--- src/rtl/fpx_pkg.sv ---
package fpx_pkg;

  typedef enum logic {
    ST_IDLE  = 1'b0,
    ST_MOVE2 = 1'b1
  } fpx_state_e;

  typedef enum logic [1:0] {
    OP_NONE  = 2'd0,
    OP_PUSH  = 2'd1,
    OP_MOVE1 = 2'd2,
    OP_BAD   = 2'd3
  } fpx_op_e;

  // opcode fields; the bit positions are fixed by the instruction format
  localparam logic [7:0] PUSH_OPC  = 8'hFA;
  localparam logic [8:0] MOVE1_OPC = 9'b1_1101_0111;
  localparam logic [3:0] MOVE2_OPC = 4'hF;

  typedef struct packed {
    fpx_op_e    op;
    logic       word2_ok;
    logic [7:0] lit;
    logic [6:0] off;
  } fpx_dec_t;

endpackage

--- src/rtl/fpx_decode.sv ---
module fpx_decode
  import fpx_pkg::*;
(
  input  logic        valid,
  input  logic [15:0] word,
  output fpx_dec_t    dec
);

  logic is_push;
  logic is_move1;

  assign is_push  = (word[15:8] == PUSH_OPC);
  assign is_move1 = (word[15:7] == MOVE1_OPC);

  always_comb begin
    dec.lit      = word[7:0];
    dec.off      = word[6:0];
    dec.word2_ok = valid && (word[15:12] == MOVE2_OPC);
    if (!valid)        dec.op = OP_NONE;
    else if (is_push)  dec.op = OP_PUSH;
    else if (is_move1) dec.op = OP_MOVE1;
    else               dec.op = OP_BAD;
  end

endmodule

--- src/rtl/fpx_addr_match.sv ---
module fpx_addr_match #(
  parameter int          AW   = 12,
  parameter int          N    = 4,
  parameter logic [N*AW-1:0] LIST = '0
) (
  input  logic [AW-1:0] addr,
  output logic          hit
);

  logic [N-1:0] eq;

  for (genvar i = 0; i < N; i++) begin : g_cmp
    assign eq[i] = (addr == LIST[i*AW +: AW]);
  end

  assign hit = |eq;

endmodule

--- src/rtl/fpx_pointer.sv ---
module fpx_pointer #(
  parameter int AW = 12
) (
  input  logic          clk,
  input  logic          rst_n,
  input  logic          load_en,
  input  logic [AW-1:0] load_val,
  input  logic          dec_en,
  output logic [AW-1:0] q
);

  logic [AW-1:0] q_d;
  logic          q_en;

  always_comb begin
    q_en = load_en || dec_en;
    q_d  = q;
    if (load_en)     q_d = load_val;
    else if (dec_en) q_d = q - AW'(1);
  end

  always_ff @(posedge clk or negedge rst_n) begin
    if (!rst_n)    q <= '0;
    else if (q_en) q <= q_d;
  end

  assert_load_wins_R11: assert property (@(posedge clk) disable iff (!rst_n)
    load_en |=> (q == $past(load_val)));

  assert_dec_step_R3: assert property (@(posedge clk) disable iff (!rst_n)
    (dec_en && !load_en) |=> (q == $past(q) - AW'(1)));

endmodule

--- src/rtl/fp_xfer_unit.sv ---
module fp_xfer_unit
  import fpx_pkg::*;
#(
  parameter int AW      = 12,
  parameter int DW      = 8,
  parameter int N_INDIR = 15,
  parameter logic [N_INDIR*AW-1:0] INDIR_LIST = {
    12'hFDB, 12'hFDC, 12'hFDD, 12'hFDE, 12'hFDF,
    12'hFE3, 12'hFE4, 12'hFE5, 12'hFE6, 12'hFE7,
    12'hFEB, 12'hFEC, 12'hFED, 12'hFEE, 12'hFEF},
  parameter int N_PROT  = 4,
  parameter logic [N_PROT*AW-1:0] PROT_LIST = {
    12'hFF9, 12'hFFD, 12'hFFE, 12'hFFF}
) (
  input  logic          clk,
  input  logic          rst_n,
  input  logic          instr_valid,
  input  logic [15:0]   instr_word,
  output logic          busy,
  output logic          illegal,
  input  logic          fp_wr_en,
  input  logic [AW-1:0] fp_wr_data,
  output logic [AW-1:0] fp,
  output logic [AW-1:0] mem_addr,
  output logic          mem_rd,
  output logic          mem_wr,
  output logic [DW-1:0] mem_wdata,
  input  logic [DW-1:0] mem_rdata
);

  localparam int OW = 7;

  // reset: asserted asynchronously, released on a clock edge
  logic [1:0] rst_sync_q;
  logic       rst_int_n;

  always_ff @(posedge clk or negedge rst_n) begin
    if (!rst_n) rst_sync_q <= '0;
    else        rst_sync_q <= {rst_sync_q[0], 1'b1};
  end
  assign rst_int_n = rst_sync_q[1];

  // decode
  fpx_dec_t dec;

  fpx_decode u_dec (
    .valid (instr_valid),
    .word  (instr_word),
    .dec   (dec)
  );

  // one adder serves both offsets: both sit in bits [6:0] of their word
  logic [AW-1:0] rel_addr;
  assign rel_addr = fp + AW'({{(AW-OW){1'b0}}, dec.off});

  logic ind_hit;
  logic prot_hit;

  fpx_addr_match #(.AW(AW), .N(N_INDIR), .LIST(INDIR_LIST)) u_ind (
    .addr (rel_addr),
    .hit  (ind_hit)
  );

  fpx_addr_match #(.AW(AW), .N(N_PROT), .LIST(PROT_LIST)) u_prot (
    .addr (rel_addr),
    .hit  (prot_hit)
  );

  // state
  fpx_state_e state_q, state_d;
  logic       zero_src_q, zero_src_d;
  logic       zero_src_en;
  logic       dec_en;
  logic       is_idle;

  assign is_idle = (state_q == ST_IDLE);

  always_comb begin
    state_d     = ST_IDLE;
    zero_src_d  = zero_src_q;
    zero_src_en = 1'b0;
    dec_en      = 1'b0;
    busy        = 1'b0;
    illegal     = 1'b0;
    mem_rd      = 1'b0;
    mem_wr      = 1'b0;
    mem_addr    = fp;
    mem_wdata   = '0;
    if (is_idle) begin
      unique case (dec.op)
        OP_PUSH: begin
          mem_wr    = 1'b1;
          mem_addr  = fp;
          mem_wdata = dec.lit;
          dec_en    = 1'b1;
        end
        OP_MOVE1: begin
          busy        = 1'b1;
          mem_rd      = 1'b1;
          mem_addr    = rel_addr;
          state_d     = ST_MOVE2;
          zero_src_d  = ind_hit;
          zero_src_en = 1'b1;
        end
        OP_BAD:  illegal = 1'b1;
        default: ;
      endcase
    end else begin
      mem_addr = rel_addr;
      if (dec.word2_ok) begin
        mem_wr    = !(ind_hit || prot_hit);
        mem_wdata = zero_src_q ? '0 : mem_rdata;
      end else begin
        illegal = 1'b1;
      end
    end
  end

  always_ff @(posedge clk or negedge rst_int_n) begin
    if (!rst_int_n) state_q <= ST_IDLE;
    else            state_q <= state_d;
  end

  always_ff @(posedge clk or negedge rst_int_n) begin
    if (!rst_int_n)       zero_src_q <= 1'b0;
    else if (zero_src_en) zero_src_q <= zero_src_d;
  end

  fpx_pointer #(.AW(AW)) u_fp (
    .clk      (clk),
    .rst_n    (rst_int_n),
    .load_en  (fp_wr_en),
    .load_val (fp_wr_data),
    .dec_en   (dec_en),
    .q        (fp)
  );

  // checks next to the control logic
  assert_strobe_excl_R4: assert property (@(posedge clk) disable iff (!rst_int_n)
    !(mem_rd && mem_wr));

  assert_busy_single_R4: assert property (@(posedge clk) disable iff (!rst_int_n)
    busy |=> !busy);

  assert_move_keeps_fp_R9: assert property (@(posedge clk) disable iff (!rst_int_n)
    (!is_idle && !fp_wr_en) |=> (fp == $past(fp)));

  assert_no_ind_write_R7: assert property (@(posedge clk) disable iff (!rst_int_n)
    (!is_idle && ind_hit) |-> !mem_wr);

  assert_no_prot_write_R8: assert property (@(posedge clk) disable iff (!rst_int_n)
    (!is_idle && prot_hit) |-> !mem_wr);

  assert_illegal_quiet_R10: assert property (@(posedge clk) disable iff (!rst_int_n)
    illegal |-> (!mem_wr && !busy));

  assert_idle_quiet_R12: assert property (@(posedge clk) disable iff (!rst_int_n)
    (is_idle && !instr_valid) |-> !(mem_rd || mem_wr || busy || illegal));

endmodule

--- config.mk ---
export PLATFORM = sky130hd
export DESIGN_NAME = fp_xfer_unit
export DESIGN_NICKNAME = d
export VERILOG_FILES = /design/src/rtl/fpx_pkg.sv /design/src/rtl/fpx_decode.sv /design/src/rtl/fpx_addr_match.sv /design/src/rtl/fpx_pointer.sv /design/src/rtl/fp_xfer_unit.sv
export SDC_FILE = /design/constraint.sdc
export NUM_CORES = 1
export LEC_CHECK = 0
export BUFFER_PORTS_ARGS = -buffer_cell sky130_fd_sc_hd__buf_2
export CAP_MARGIN = 15
export CORE_MARGIN = 4
export CORE_UTILIZATION = 47
export DETAILED_ROUTE_END_ITERATION = 8
export PLACE_DENSITY = 0.86
export SLEW_MARGIN = 15
export SYNTH_ARGS = -nofsm -noshare
export SYNTH_HDL_FRONTEND = slang
export SYNTH_SLANG_ARGS = --single-unit
--- constraint.sdc ---
create_clock -name clk -period 2.7 [get_ports clk]
set_clock_uncertainty 0.05 [all_clocks]
set_input_delay 0.135 -clock clk [delete_from_list [all_inputs] [get_ports clk]]
set_output_delay 0.135 -clock clk [all_outputs]
set_load 0.05 [all_outputs]
==> results.toml <==
[timing]
slew_headroom_pct = 63.6
rsz0062_at_grt = "true"
setup_violations = 0
min_period_ns = 2.67
finalHoldViolCount = 0
min_period_over_period_pct = 98.7
worstMarginPinSlew_ns = 0.546
setup_tns_ns = 0
slew_viol_final = 0
whs_ns = 0.00991
max_clock_freq_ghz = 0.375

[grt]
overflow = 0
grt_usage_pct = 23.1
antenna_found_initial = 0
grt_first_pass_wirelength_um = 7820
grt_pass1_vias = 1647
grt_start_max_net_pins = 24

[floorplanning]
std_cell_rows = 20
coreArea_um2 = 3150
pin_count = 76
initial_core_util_pct = 50.6
die_area_um2 = 4390
die_x_um = 66.3
die_h_um = 66.3

[routing]
ant_nets = 0
vias = 1809
wl_per_cell_um = 16.4
drcViolationCount = 0
drt_iter0_drc = 209
via_per_inst = 5.71
drt_pre_antenna_iters = 4
routed_wl_um = 5210

[synth]
async_flop_share_pct = 100
netlist.area_leader.share_pct = 25.1
ys_seq_elements = 16
yosys.area_share.xor_xnor_pct = 11.5
synth_fa_ha_area_share_pct = 7.52
synthMuxAreaShare_pct = 5.41
yosysMostFrequentCell = "nand2_1"
synth_top_family_by_area = "simple AND/OR/NAND/NOR gates"
synth-simple-area-share_pct = 25.4
yosysWarnings = 0
syn_nets = 235
synth_commonest_cells = "nand2_1, dfrtp_1, xnor2_1"
synth_compound_area_share_pct = 20.5
synth_seq_area_share_pct = 25.1
avgSynthCellArea_um2 = 8.58
yosysTopAreaCell = "dfrtp_1"
synth_area_um2 = 1600
synth_edf_count = 0
synthCells = 186
synth_flop_cell = "dfrtp_1"
synth_cell_types = 49
yosys-top-cells-area = "dfrtp_1, xnor2_1, ha_1"

[run]
cap_violations = 0

[worst_setup_path]
worstPathArrival_ns = 2.48
cp_max_fo = 6
slowest_stage = "dfrtp_1"
slowest_delay_ns = 0.42
worstPathRequired_ns = 2.52
critical_path_class = "register to primary output"
crit_chain = "ha_4 -> nand2_1 -> o31a_1 -> or3_4 -> a2111o_1 -> o2bb2ai_4 -> buf_6"
worstSetupStartpointType = "register"
critPathCaptureType = "primary output"

[clocking]
clock_latency_ns = 0.30
path_clk_slew_ns = 0.09
h-tree-depth = 1
clkSinkCount = 16
root_buffer = "clkbuf_4"
numCtsBuffers = 3
cts_max_path_buffers = 2
cts_tree = "yes"

[cells_and_area]
antennaDiodeCount = 0
drive_gt1_share_pct = 45.8
finalNetCount = 324
final_cell_area_um2 = 2320
synthToLayoutAreaGrowth_pct = 45.2

[place]
gp_congestion = 0.848
placement.cell_area_um2 = 2100
io_buffers = 75
dpl.hpwl_um = 3830

[power]
p_leak_nw = 1.07
irDropWorstVdd_uv = 311
powerDensity_nw_per_um2 = 400

[outcome]
status = "completed"

[hold_path]
hp-class = "primary input to register"
-- worst max-delay path: cells and delay by family (launching register included) --
kind | cells | cell delay [ns]
adders and majority gates | 1 | 0.31
buffers and inverters | 1 | 0.15
DFF | 1 | 0.42
and+or+nand+nor | 2 | 0.42
AOI/OAI and AO/OA | 3 | 0.89
-- layout make-up --
type	instances	area, um2
Timing Repair Buffer	92	527
Clock buffer	3	22.5
Multi-Input combinational cell	155	1290
Fill cell	246	835
Sequential cell	16	400
Tap cell	44	55.1
Inverter	7	26.3
-- registers in the layout, indices dropped and copies added (netlist names) --
name and flops:
zero_src_q 1, rst_sync_q 2, state_q 1, u_fp.q 12
-- stage by stage --
step / total power [mW] / instances / setup slack (ns) / utilization [%]
2_1_floorplan: 0.610 / 186 / -0.00453 / -
3_3_place_gp: 0.718 / 304 / 0.286 / 66.5
3_5_place_dp: 0.729 / 304 / 0.234 / 66.5
4_1_cts: 0.891 / 316 / 0.0311 / 71.9
5_1_grt: 0.977 / 317 / -0.0395 / 73.5
6_report: 0.928 / 317 / 0.0345 / 73.5
-- timing repair --
action	in CTS	in global routing
resized for setup	10	10
hold buffers	6	0
setup endpoints to repair	3	6
endpoints found under the hold margin	7	0
buffers inserted	3	1
pin swaps	4	4
-- cell usage in the layout, fill, tap and decap left out, types with 3 or more instances in the layout --
cell type,count
xor2_1,6
clkbuf_4,4
dlygate4sd3_1,6
nand3b_1,3
nand2_1,22
nor2_1,6
o21ai_0,9
a22o_1,8
a21oi_2,3
buf_4,11
mux2i_1,3
and3_1,4
dfrtp_1,16
inv_1,7
a21oi_1,4
o21ai_1,7
ha_4,4
buf_2,73
nor3_1,6
xnor2_2,6
mux2_2,5
xnor2_1,9
nand3_1,7
-- per-layer routing --
layer  share of wire, %  up-vias  global-route usage, %
li1                   -      859                      -
met1                 40      836                   29.9
met2                 48      101                   39.3
met3                9.3       13                   2.04
met4                2.1        0                   9.39
met5                  0        -                      0
-- final timing paths --
check,endpoint,slack (ns),from,depth (start not counted)
min in group asynchronous,rst_sync_q[0],0.09,rst_n,2
worst max register to register,zero_src_q,0.33,u_fp.q[3],6
max in group asynchronous,u_fp.q[10],2.06,rst_sync_q[1],0
worst min-delay path,u_fp.q[11],0.01,fp_wr_data[11],3
worst min register to register,u_fp.q[0],0.18,rst_sync_q[1],0
worst max-delay path,mem_wr,0.03,u_fp.q[3],7
-- where the power goes --
group | leakage [nW] | internal [mW] | switching [mW] | total [mW]
logic | 0.858 | 0.196 | 0.313 | 0.509
clock network | 0.0138 | 0.0521 | 0.0750 | 0.127
registers | 0.197 | 0.257 | 0.0358 | 0.293
total | 1.07 | 0.505 | 0.424 | 0.928
-- cell families after synthesis --
| logic type | count (synthesis) |
|---|---|
| AND/OR/NAND/NOR | 70 |
| adder cells (fa/ha/maj) | 9 |
| multiplexers | 8 |
| flip-flops | 16 |
| XOR/XNOR | 21 |
| buffers and inverters | 15 |
| AO/OA/AOI/OAI | 46 |
| other | 1 |
Note: power is estimated with default switching activity, not from simulation.
